==> src/rtl/burst_gen_pkg.sv <==
package burst_gen_pkg;
  typedef enum logic [1:0] {
    TR_IDLE   = 2'b00,
    TR_BUSY   = 2'b01,
    TR_NONSEQ = 2'b10,
    TR_SEQ    = 2'b11
  } transT;

  localparam logic [2:0] BK_SINGLE = 3'd0;
  localparam logic [2:0] BK_INCR   = 3'd1;
  localparam logic [2:0] BK_WRAP4  = 3'd2;
  localparam logic [2:0] BK_INCR4  = 3'd3;
  localparam logic [2:0] BK_WRAP8  = 3'd4;
  localparam logic [2:0] BK_INCR8  = 3'd5;
  localparam logic [2:0] BK_WRAP16 = 3'd6;
  localparam logic [2:0] BK_INCR16 = 3'd7;

  // strobes from control to datapath
  typedef struct packed {
    logic loadStart;
    logic advance;
  } ctrlStrobeT;

  // beat count of a fixed-length kind, 0 for open-ended INCR
  function automatic logic [4:0] fixedBeats(input logic [2:0] kind);
    case (kind)
      BK_SINGLE:           fixedBeats = 5'd1;
      BK_WRAP4, BK_INCR4:  fixedBeats = 5'd4;
      BK_WRAP8, BK_INCR8:  fixedBeats = 5'd8;
      BK_WRAP16, BK_INCR16: fixedBeats = 5'd16;
      default:             fixedBeats = 5'd0;
    endcase
  endfunction

  function automatic logic isWrap(input logic [2:0] kind);
    isWrap = (kind == BK_WRAP4) || (kind == BK_WRAP8) || (kind == BK_WRAP16);
  endfunction

  function automatic logic isFixedIncr(input logic [2:0] kind);
    isFixedIncr = (kind == BK_INCR4) || (kind == BK_INCR8) || (kind == BK_INCR16);
  endfunction
endpackage

==> src/rtl/burst_gen_dp.sv <==
module burst_gen_dp
  import burst_gen_pkg::*;
#(
  parameter int ADDR_W         = 32,
  parameter int BUS_BYTES_LOG2 = 2
) (
  input  logic              clk,
  input  logic              rstN,
  input  ctrlStrobeT        strobe,
  input  logic [ADDR_W-1:0] startAddr,
  input  logic [2:0]        startSize,
  input  logic [2:0]        startKind,
  input  logic [1:0]        curTrans,
  output logic              startOk,
  output logic              nextAtKb,
  output logic [ADDR_W-1:0] busAddr,
  output logic [2:0]        busSize,
  output logic [2:0]        busBurst
);
  localparam int KB_BITS = 10;
  localparam logic [KB_BITS+1:0] KB_SPAN = (KB_BITS+2)'(1 << KB_BITS);

  logic [ADDR_W-1:0] addrQ;
  logic [2:0]        sizeQ;
  logic [2:0]        kindQ;

  logic [ADDR_W-1:0] stepBytes;
  logic [ADDR_W-1:0] wrapMask;
  logic [ADDR_W-1:0] incAddr;
  logic [ADDR_W-1:0] nextAddr;
  logic [ADDR_W-1:0] alignMask;
  logic [KB_BITS+1:0] spanBytes;
  logic              aligned, sizeOk, kbOk;

  always_comb begin
    stepBytes = ADDR_W'(1) << sizeQ;
    wrapMask  = (ADDR_W'(fixedBeats(kindQ)) << sizeQ) - ADDR_W'(1);
    incAddr   = addrQ + stepBytes;
    nextAddr  = isWrap(kindQ) ? ((addrQ & ~wrapMask) | (incAddr & wrapMask)) : incAddr;
    nextAtKb  = (nextAddr[KB_BITS-1:0] == '0);

    alignMask = (ADDR_W'(1) << startSize) - ADDR_W'(1);
    aligned   = ((startAddr & alignMask) == '0);
    sizeOk    = (int'(startSize) <= BUS_BYTES_LOG2);
    spanBytes = (KB_BITS+2)'(fixedBeats(startKind)) << startSize;
    kbOk      = !isFixedIncr(startKind) ||
                (({2'b00, startAddr[KB_BITS-1:0]} + spanBytes) <= KB_SPAN);
    startOk   = aligned && sizeOk && kbOk;
  end

  always_ff @(posedge clk) begin
    if (!rstN) begin
      addrQ <= '0;
      sizeQ <= '0;
      kindQ <= BK_SINGLE;
    end else if (strobe.loadStart) begin
      addrQ <= startAddr;
      sizeQ <= startSize;
      kindQ <= startKind;
    end else if (strobe.advance) begin
      addrQ <= nextAddr;
    end
  end

  assign busAddr  = addrQ;
  assign busSize  = sizeQ;
  assign busBurst = kindQ;


  addr_aligned_chk: assert property (@(posedge clk) disable iff (!rstN)
    curTrans[1] |-> ((addrQ & ((ADDR_W'(1) << sizeQ) - ADDR_W'(1))) == '0));


  wrap_in_block_chk: assert property (@(posedge clk) disable iff (!rstN)
    (strobe.advance && isWrap(kindQ)) |=>
      (((addrQ ^ $past(addrQ)) & ~$past(wrapMask)) == '0));


  incr_step_chk: assert property (@(posedge clk) disable iff (!rstN)
    (strobe.advance && !isWrap(kindQ)) |=> (addrQ == $past(addrQ) + $past(stepBytes)));


  kb_restart_chk: assert property (@(posedge clk) disable iff (!rstN)
    (curTrans == TR_SEQ && kindQ == BK_INCR) |-> (addrQ[KB_BITS-1:0] != '0));
endmodule

==> src/rtl/burst_gen_ctrl.sv <==
module burst_gen_ctrl
  import burst_gen_pkg::*;
#(
  parameter int LEN_W = 8
) (
  input  logic             clk,
  input  logic             rstN,
  input  logic             startReq,
  input  logic [2:0]       startKind,
  input  logic [LEN_W-1:0] incrLen,
  input  logic             startOk,
  input  logic             nextAtKb,
  input  logic [2:0]       kindQ,
  input  logic             srcReady,
  input  logic             busReady,
  output ctrlStrobeT       strobe,
  output logic [1:0]       busTrans,
  output logic             burstActive,
  output logic             burstDone,
  output logic             startErr
);
  transT            transQ;
  logic             activeQ;
  logic [LEN_W-1:0] beatsLeft;
  logic             pendNonseq;

  logic             beatTaken, lastBeat, goodStart, pendNext;
  logic [LEN_W-1:0] startBeats;

  function automatic transT transFor(input logic pend, input logic src);
    if (src) transFor = pend ? TR_NONSEQ : TR_SEQ;
    else     transFor = pend ? TR_IDLE : TR_BUSY;
  endfunction

  always_comb begin
    beatTaken  = activeQ && busReady && (transQ == TR_NONSEQ || transQ == TR_SEQ);
    lastBeat   = (beatsLeft == LEN_W'(1));
    startBeats = (startKind == BK_INCR) ? incrLen : LEN_W'(fixedBeats(startKind));
    goodStart  = !activeQ && startReq && startOk && (startBeats != '0);
    pendNext   = beatTaken ? ((kindQ == BK_INCR) && nextAtKb) : pendNonseq;
    strobe.loadStart = goodStart;
    strobe.advance   = beatTaken && !lastBeat;
  end

  always_ff @(posedge clk) begin
    if (!rstN) begin
      transQ     <= TR_IDLE;
      activeQ    <= 1'b0;
      beatsLeft  <= '0;
      pendNonseq <= 1'b0;
      burstDone  <= 1'b0;
      startErr   <= 1'b0;
    end else begin
      burstDone <= 1'b0;
      startErr  <= 1'b0;
      if (!activeQ) begin
        if (goodStart) begin
          activeQ    <= 1'b1;
          beatsLeft  <= startBeats;
          pendNonseq <= 1'b1;
          transQ     <= transFor(1'b1, srcReady);
        end else if (startReq) begin
          startErr <= 1'b1;
        end
      end else if (busReady) begin
        if (beatTaken && lastBeat) begin
          activeQ    <= 1'b0;
          beatsLeft  <= '0;
          pendNonseq <= 1'b0;
          transQ     <= TR_IDLE;
          burstDone  <= 1'b1;
        end else begin
          if (beatTaken) beatsLeft <= beatsLeft - LEN_W'(1);
          pendNonseq <= pendNext;
          transQ     <= transFor(pendNext, srcReady);
        end
      end
    end
  end

  assign busTrans    = transQ;
  assign burstActive = activeQ;


  hold_on_stall_chk: assert property (@(posedge clk) disable iff (!rstN)
    (activeQ && !busReady) |=> $stable(transQ));


  done_after_beat_chk: assert property (@(posedge clk) disable iff (!rstN)
    burstDone |-> ($past(busReady) && $past(transQ[1]) && !activeQ && transQ == TR_IDLE));


  no_seq_after_idle_chk: assert property (@(posedge clk) disable iff (!rstN)
    (transQ == TR_SEQ) |-> ($past(transQ) != TR_IDLE));


  err_no_issue_chk: assert property (@(posedge clk) disable iff (!rstN)
    startErr |-> (!activeQ && transQ == TR_IDLE));


  busy_in_burst_chk: assert property (@(posedge clk) disable iff (!rstN)
    (transQ == TR_BUSY) |-> activeQ);
endmodule

==> src/rtl/ahb_burst_gen.sv <==
module ahb_burst_gen
  import burst_gen_pkg::*;
#(
  parameter int ADDR_W         = 32,
  parameter int LEN_W          = 8,
  parameter int BUS_BYTES_LOG2 = 2
) (
  input  logic              clk,
  input  logic              rstN,
  input  logic              startReq,
  input  logic [ADDR_W-1:0] startAddr,
  input  logic [2:0]        startSize,
  input  logic [2:0]        startKind,
  input  logic [LEN_W-1:0]  incrLen,
  input  logic              srcReady,
  input  logic              busReady,
  output logic [ADDR_W-1:0] busAddr,
  output logic [1:0]        busTrans,
  output logic [2:0]        busSize,
  output logic [2:0]        busBurst,
  output logic              burstActive,
  output logic              burstDone,
  output logic              startErr
);
  ctrlStrobeT strobe;
  logic       startOk;
  logic       nextAtKb;

  burst_gen_ctrl #(.LEN_W(LEN_W)) uCtrl (
    .clk(clk), .rstN(rstN), .startReq(startReq), .startKind(startKind),
    .incrLen(incrLen), .startOk(startOk), .nextAtKb(nextAtKb), .kindQ(busBurst),
    .srcReady(srcReady), .busReady(busReady), .strobe(strobe), .busTrans(busTrans),
    .burstActive(burstActive), .burstDone(burstDone), .startErr(startErr)
  );

  burst_gen_dp #(.ADDR_W(ADDR_W), .BUS_BYTES_LOG2(BUS_BYTES_LOG2)) uDp (
    .clk(clk), .rstN(rstN), .strobe(strobe), .startAddr(startAddr),
    .startSize(startSize), .startKind(startKind), .curTrans(busTrans),
    .startOk(startOk), .nextAtKb(nextAtKb), .busAddr(busAddr),
    .busSize(busSize), .busBurst(busBurst)
  );
endmodule

==> config.mk <==
export PLATFORM = sky130hd
export DESIGN_NAME = ahb_burst_gen
export DESIGN_NICKNAME = d
export VERILOG_FILES = /design/src/rtl/burst_gen_pkg.sv /design/src/rtl/burst_gen_dp.sv /design/src/rtl/burst_gen_ctrl.sv /design/src/rtl/ahb_burst_gen.sv
export SDC_FILE = /design/constraint.sdc
export NUM_CORES = 1
export LEC_CHECK = 0
export BUFFER_PORTS_ARGS = -buffer_cell sky130_fd_sc_hd__buf_2
export CAP_MARGIN = 20
export CORE_UTILIZATION = 51
export DETAILED_ROUTE_END_ITERATION = 8
export HOLD_SLACK_MARGIN = 0.03
export PLACE_DENSITY = 0.86
export SETUP_SLACK_MARGIN = 0.1
export SYNTH_ARGS = -nofsm -noshare
export SYNTH_HDL_FRONTEND = slang
export SYNTH_SLANG_ARGS = --single-unit
export TNS_END_PERCENT = 10
==> constraint.sdc <==
create_clock -name clk -period 2.9 [get_ports clk]
set_input_delay 0.145 -clock clk [delete_from_list [all_inputs] [get_ports clk]]
set_output_delay 0.145 -clock clk [all_outputs]
set_load 0.03 [all_outputs]
==> results of run 1 <==
-- final cells by class --
type / count / area (sq um) / area share, %
Sequential cell: 52 / 1050 / 16.6
Tap cell: 108 / 135 / 2.13
Timing Repair Buffer: 194 / 1290 / 20.4
Inverter: 18 / 70.1 / 1.11
Clock inverter: 2 / 15.0 / 0.237
Clock buffer: 6 / 72.6 / 1.15
Multi-Input combinational cell: 515 / 3690 / 58.4
-- cell families after synthesis --
group | share of synthesized area (%)
AOI/OAI and AO/OA | 27.9
xor gates and xnor gates | 6.07
adders and majority gates | 7.13
buffers and inverters | 5.22
DFF | 22.6
muxes | 2.12
and+or+nand+nor | 29.0
-- worst max path at each step --
stage | from | slack (ps) | cells after the start | to
final | uDp.busSize[1]$_SDFFE_PN0N_ | -250 | 13 | uCtrl.pendNonseq$_SDFFE_PN0P_
after global routing | uDp.busSize[1]$_SDFFE_PN0N_ | -370 | 13 | uCtrl.pendNonseq$_SDFFE_PN0P_
after CTS | uDp.busSize[0]$_SDFFE_PN0N_ | 70 | 13 | uCtrl.pendNonseq$_SDFFE_PN0P_
after detailed placement | startSize[1] | -290 | 14 | uCtrl.beatsLeft[1]$_SDFFE_PN0P_
after global placement | startSize[1] | -160 | 15 | flip-flop
after floorplan | uDp.busSize[1]$_SDFFE_PN0N_ | 2 | 13 | uCtrl.pendNonseq$_SDFFE_PN0P_
-- critical path: stages (launching register included) --
cell,delay [ps]
sky130_fd_sc_hd__dfxtp_4,430
sky130_fd_sc_hd__buf_4,150
sky130_fd_sc_hd__nand2_1,80
sky130_fd_sc_hd__nor2_2,130
sky130_fd_sc_hd__ha_1,280
sky130_fd_sc_hd__buf_4,170
sky130_fd_sc_hd__o21a_1,170
sky130_fd_sc_hd__o31a_1,150
sky130_fd_sc_hd__o21a_1,210
sky130_fd_sc_hd__nor2_2,210
sky130_fd_sc_hd__xnor2_1,170
sky130_fd_sc_hd__mux2_4,300
sky130_fd_sc_hd__or4_4,520
sky130_fd_sc_hd__a21oi_2,140
-- layout by cell type (no fill, tap or decap), drive strengths merged, types with 4 or more instances in the layout --
cell type,Yosys,routed
nand4,13,13
a311oi,5,5
nor2,70,70
nor4,9,9
nand2,58,58
a21oi,45,45
nand2b,6,6
o21ai,36,36
a211oi,24,24
and2,7,7
xor2,16,16
o211ai,7,7
buf,12,193
nand3,19,19
o32ai,4,4
inv,17,18
nor2b,11,11
or3,4,4
xnor2,15,15
nor3,34,34
a21o,11,11
nor3b,5,5
dfxtp,52,52
o22ai,6,6
ha,23,23
o21a,9,9
and3,4,4
a31oi,7,7
clkbuf,24,7
mux2i,6,6
-- metrics by stage --
step	area [sq um]	TNS (ps)
after global placement	5830	-4670
after global routing	6330	-1470
after detailed placement	5830	-10250
after floorplan	4800	0
after CTS	6060	0
final	6330	-253
-- per-layer routing --
layer	GRT usage (%)	share of wire, %	up-vias
met4	16.1	5.2	0
met3	4.12	8.5	121
met2	57.3	48	402
met1	37.9	38	2670
met5	0	0	-
li1	-	-	2633
-- where the power goes --
group / internal [mW] / total [mW] / switching, mW
Combinational: 0.420 / 1.01 / 0.587
Sequential: 0.777 / 0.864 / 0.0869
Clock: 0.174 / 0.445 / 0.271
Total: 1.37 / 2.32 / 0.945
-- repair_timing --
action / CTS / global route
setup buffers: 8 / 5
cloned: 0 / 1
resized for setup: 21 / 51
pin swaps: 15 / 37
setup endpoints to repair: 12 / 51
==> results list, run 1 <==
* Initial Utilization: 52.7%
- Tcrit/Tclk final: 109%
- Via count of the first global-routing pass: 5393
* Port Buffers: 93
- Hpwl dp: 11400 um
- For this run, the number of Yosys warnings is 0.
- Worst-Margin Slew: 723 ps
- Clock skew on the completed layout was measured at 10.4 ps.
- Once layout is complete, the cells apart from fillers number 895.
- FF-to-FF path depth: 13
- The worst hold path begins at srcReady.
- Share of cells above drive strength 1: 37.2%
- WL/cell: 19.2 um
- Most area-hungry cell type in the Yosys netlist: sky130_fd_sc_hd__dfxtp_1
- Leakage power total: 2.71 nW
* Number of max-slew violations in the final report: 0
* Top cells by instance count after synthesis: sky130_fd_sc_hd__nor2_1, sky130_fd_sc_hd__nand2_1, sky130_fd_sc_hd__dfxtp_1
- Max_slew headroom: 51.4%
- Average footprint of a synthesized cell: 7.41 sq um
- Max H-tree Level: 2
* Fmax: 317 MHz
- Req. time, crit path: 3170 ps
- Final antenna-violating net count: 0
- The floorplan step defined a die boundary enclosing 9400 sq um.
* Unrepaired setup endpoints after global routing: yes
* Final hold violation count: 0
- From synthesis to final layout, the design area changed by 37.6%.
* Cts-stage hold buffer count: 0
- Worst hold slack after final layout: 84.1 ps
- Among all flip-flop cells after synthesis, the most frequent one is sky130_fd_sc_hd__dfxtp_1.
- The congestion estimate from routability-driven global placement came to 0.944.
- Most area-consuming cells after synthesis: sky130_fd_sc_hd__dfxtp_1, sky130_fd_sc_hd__ha_1, sky130_fd_sc_hd__nor2_1
* Maximum number of buffers from clock root to sink: 2
- The number of nets in the synthesized netlist is 697.
* Core footprint: 8720 sq um
* Number of stages on the worst hold path: 3
- 0 antenna diodes ended up in the layout.
- After detailed routing, the number of remaining DRC violations is 0.
- Top-area cell type share of the netlist area: 22.6%
- After technology mapping, the gate count stands at 621.
- The worst hold path terminates at uCtrl.busTrans[1]$_SDFFE_PN0P_.
- The final reports fail on negative setup slack.
- Crit Path Category: flip-flop to flip-flop
- Post-Place Worst Slack: -290 ps
- After layout, the worst setup slack is -253 ps.
- In the synthesized netlist the async set-or-reset flop fraction comes to 0%.
* Worst-path fanout max: 6
* Yosys reg bits: 52
- Number of CTS-inserted buffers: 5
- Global Route Usage Sum: 32.2%
- After detailed placement, the design holds a cell count of 873.
* Maximum VDD drop: 0.000193 V
* Mean number of vias per cell: 6.51
* CTS clk-pin slew, worst paths: 110 ps
- Worst hold path type: primary input to flip-flop
* Max-capacitance violation count: 0
- Setup violation total in the final timing report: 1
- In this run the core area contains 34 standard-cell rows.
- Horiz. Die Dim: 97.0 um
* Crit Reg-Reg Startpoint: uDp.busSize[1]$_SDFFE_PN0N_
* CTS tree: built
* IO Pins: 94
* First-pass GRT wire length: 25300 um
- Reg-to-Reg End: uCtrl.pendNonseq$_SDFFE_PN0P_
* EDFF count, synth: 0
* Total vias in the final route: 5826
- Summed over all layers, the routed wires come to 17200 um.
- The number of different library cells used by synthesis comes to 86.
- CTS saw 52 sinks.
- The die is 97.0 um tall.
- Final Power: 2.32 mW
* Maximum number of pins on one net before global-route repair: 47
* Antenna violations before repair: 0
- Counting I/O delays and the setup requirement, the final critical path takes 3150 ps.
- After synthesis, flip-flops and latches occupy 22.6% of the total area.
- Skew-Pair Late Insertion Delay: 320 ps
* Area of the mapped netlist: 4600 sq um
- The worst setup path is captured at a flip-flop.
* Fin util: 72.6%
* Worst setup SP type: flip-flop
- STA puts the critical path data arrival time at 3420 ps.
* Status: finished, violations left
- In this run the power density over the cells is 366 nW/um^2.
- Violation count after the first detailed-routing iteration: 517
* Final Net Count: 862
- Most common cell in the netlist: sky130_fd_sc_hd__nor2_1
- Global routing finished with a remaining overflow of 0.
* Drt pass-1 iters: 9
- The worst register-to-register path has a setup slack of -250 ps.
- The layout has 622 filler cells.
- Clock tree synthesis selected as its root buffer the cell sky130_fd_sc_hd__clkbuf_8.
Note: power is estimated with default switching activity, not from simulation.
==> run 2: changes to the inputs <==
--- a/config.mk
+++ b/config.mk
@@ -13,3 +13,4 @@
 export PLACE_DENSITY = 0.86
-export SETUP_SLACK_MARGIN = 0.1
+export REMOVE_ABC_BUFFERS = 1
+export SETUP_SLACK_MARGIN = 0.15
 export SYNTH_ARGS = -nofsm -noshare
--- a/constraint.sdc
+++ b/constraint.sdc
@@ -3,2 +3,2 @@
 set_output_delay 0.145 -clock clk [all_outputs]
-set_load 0.03 [all_outputs]
+set_load 0.02 [all_outputs]
==> results list, run 2 (synthesis results as in run 1) <==
* Share of cells above drive strength 1: 39.2% (+1.9 points)
* Worst-path fanout max: 6 (unchanged)
* Sink count of the clock tree: 52 (unchanged)
- Violation count after the first detailed-routing iteration: 692 (+34%)
- Layout Cells excl Fill: 912 (+1.9%)
- Cts-stage hold buffer count: 0 (unchanged)
* Ordered cell list for the critical path: buf_6 > nor3_4 > ha_2 > inv_2 > fa_2 > nor2b_4 > o31a_1 > o21a_1 > nor2_2 > xnor2_2 > mux2_4 > or4_4 > a21oi_2
* Core footprint: 8720 sq um (unchanged)
- The detail-routed via count per cell is 6.76 (+3.8%).
* Tcrit/Tclk final: 106% (-3.1 points)
- Max-capacitance violation count: 0 (unchanged)
- Time the final worst path needs with I/O delays and setup: 3060 ps (-90.7 ps)
* Final Net Count: 879 (+2.0%)
- The startpoint identified for the worst register-to-register timing path is uDp.busSize[0]$_SDFFE_PN0N_.
- Port Buffers: 93 (unchanged)
- The final routed wirelength across all metal layers came to 18500 um (+7.8%).
- Status: finished, violations left
- The number of nets with antenna violations after detailed routing came to 0 (unchanged).
* Number of rows created at floorplan: 34 (unchanged)
- Cell Pwr Density: 360 nW/um^2 (-1.6%)
- Maximum number of buffers from clock root to sink: 2 (unchanged)
- Syn-to-layout area delta: 46.0%
- Total vias in the final route: 6164 (+5.8%)
* Highest-count cells in the layout ignoring fill and taps: sky130_fd_sc_hd__buf_4, sky130_fd_sc_hd__buf_2, sky130_fd_sc_hd__nor2_1
* Final critical-path setup slack: -162 ps (+90.7 ps)
- The routed wire length per instance is 20.3 um (+5.8%).
* Initial Utilization: 52.7% (unchanged)
- The number of buffers and inverters on the critical path was 2 (unchanged).
* Unrepaired setup endpoints after global routing: yes
- Worst setup SP type: flip-flop
* Hpwl dp: 11600 um (+2.1%)
* CTS tree: built
* Drc violations: 0 (unchanged)
- The CTS buffer count is 5 (unchanged).
- The die span in x came to 97.0 um (unchanged).
- The final reports fail on negative setup slack.
- The slowest stage of the critical path belongs to the cell sky130_fd_sc_hd__or4_4.
* Req. time, crit path: 3160 ps (about the same)
- The final-report setup violation count was 5 (+4).
- Post-Place Cells: 881 (+0.92%)
- Crit Path Category: flip-flop to flip-flop
- The area of the die was 9400 sq um (unchanged).
* Number of max-slew violations in the final report: 0 (unchanged)
* Max_slew headroom: 46.9% (-4.6 points)
- Setup skew after layout: 6.24 ps (-4.15 ps)
* IO Pins: 94 (unchanged)
* CP top delay family: simple AND/OR/NAND/NOR gates
- Chip height: 97.0 um (unchanged)
* Most common library cell in the layout ignoring fill and taps: sky130_fd_sc_hd__buf_4
- Maximum number of pins on one net before global-route repair: 31 (-34%)
* Via count of the first global-routing pass: 5719 (+6.0%)
- The worst supply voltage drop on vdd came to 0.000265 V (+37%).
- CTS placed an instance of sky130_fd_sc_hd__clkbuf_8 at the clock tree root.
- Reg-to-Reg End: uCtrl.pendNonseq$_SDFFE_PN0P_
- The timing-limited maximum frequency was 327 MHz (+3.0%).
- The measured slew at the worst slew-check pin was 791 ps (+67.3 ps).
- The worst hold path cell count was 3 (unchanged).
* CTS clk-pin slew, worst paths: 110 ps (about the same)
* Number of diodes added for antenna fixing: 0 (unchanged)
- Skew-Pair Late Insertion Delay: 320 ps (about the same)
- The H-tree depth was 2 (unchanged).
- Endpoint kind of the worst setup timing path: flip-flop
- The signal arrival time at the worst endpoint came to 3320 ps (-100 ps).
- The number of optimization iterations in the first detailed-route pass was 6 (-3).
* Leakage power total: 2.88 nW (+6.3%)
- Antenna violations before repair: 0 (unchanged)
- The hold violation total from the final report came to 0 (unchanged).
* FF-to-FF path depth: 13 (unchanged)
- Final GP Congestion: 0.990 (+4.9%)
- The peak per-stage delay on the critical path came to 520 ps (about the same).
- Setup tns final: -391 ps (-138 ps)
- Start point of the worst hold path: startAddr[21]
* Global route overflow: 0 (unchanged)
* Global Route Usage Sum: 34.5% (+2.2 points)
* Reg2Reg Setup Slack: -160 ps (+90 ps)
* First-pass GRT wire length: 26900 um (+6.5%)
- Worst hold path type: primary input to flip-flop
run 2: layout make-up:
| type | count | area [sq um] |
|---|---|---|
| clock buffers | 5 | 68.8 |
| flip-flops and latches | 52 | 1050 |
| well taps | 108 | 135 |
| repair buffers | 211 | 1590 |
| multi-input cells | 515 | 3780 |
| fillers | 541 | 2010 |
| clock inverters | 3 | 26.3 |
| inverters | 18 | 67.6 |
run 2: metal layers:
layer	vias to the layer above	global-route usage, %	routed length, um
met3	152	5.20	1680
li1	2669	-	-
met5	-	0	0
met2	502	60.7	8950
met1	2841	39.8	6660
met4	0	19.1	1210
run 2: how the worst max path moves through the flow:
stage	cells past startpoint	slack, ps	end	startpoint
after global placement	14	-280	uCtrl.beatsLeft[3]$_SDFFE_PN0P_	startKind[0]
final	13	-160	uCtrl.pendNonseq$_SDFFE_PN0P_	uDp.busSize[0]$_SDFFE_PN0N_
after CTS	13	-10	uCtrl.pendNonseq$_SDFFE_PN0P_	uDp.busSize[1]$_SDFFE_PN0N_
after detailed placement	14	-470	uCtrl.beatsLeft[3]$_SDFFE_PN0P_	startKind[0]
after floorplan	13	-720	uCtrl.beatsLeft[1]$_SDFFE_PN0P_	startKind[2]
after global routing	9	-320	uCtrl.pendNonseq$_SDFFE_PN0P_	uDp.busBurst[2]$_SDFFE_PN0N_
run 2: worst min-delay path: stages:
cell and delay (ps):
sky130_fd_sc_hd__buf_2 80, sky130_fd_sc_hd__o21ai_1 60, sky130_fd_sc_hd__a21oi_1 100
run 2: where the power goes:
part	leakage, nW	internal (mW)	switching (mW)	total [mW]
clock	0.0423	0.177	0.287	0.464
sequential	0.427	0.778	0.0893	0.867
combinational	2.41	0.490	0.596	1.09
total	2.88	1.44	0.973	2.42
run 2: metrics by stage:
step	cell area [sq um]	hold slack [ps]	power [mW]	utilization, %	setup WS (ps)
floorplan	4430	274	1.35	-	-725
global placement	5800	412	1.69	66.6	-277
detailed placement	5800	424	1.72	66.6	-465
CTS	6240	89.4	2.24	71.6	-14.3
global route	6710	95.1	2.51	77.0	-321
finish	6710	87.0	2.42	77.0	-162
run 2: timing repair:
action,4_1_cts,5_1_grt
setup buffers,9,11
resized for setup,61,73
cloned,1,2
pin swaps,43,48
endpoints found under the setup margin,51,51
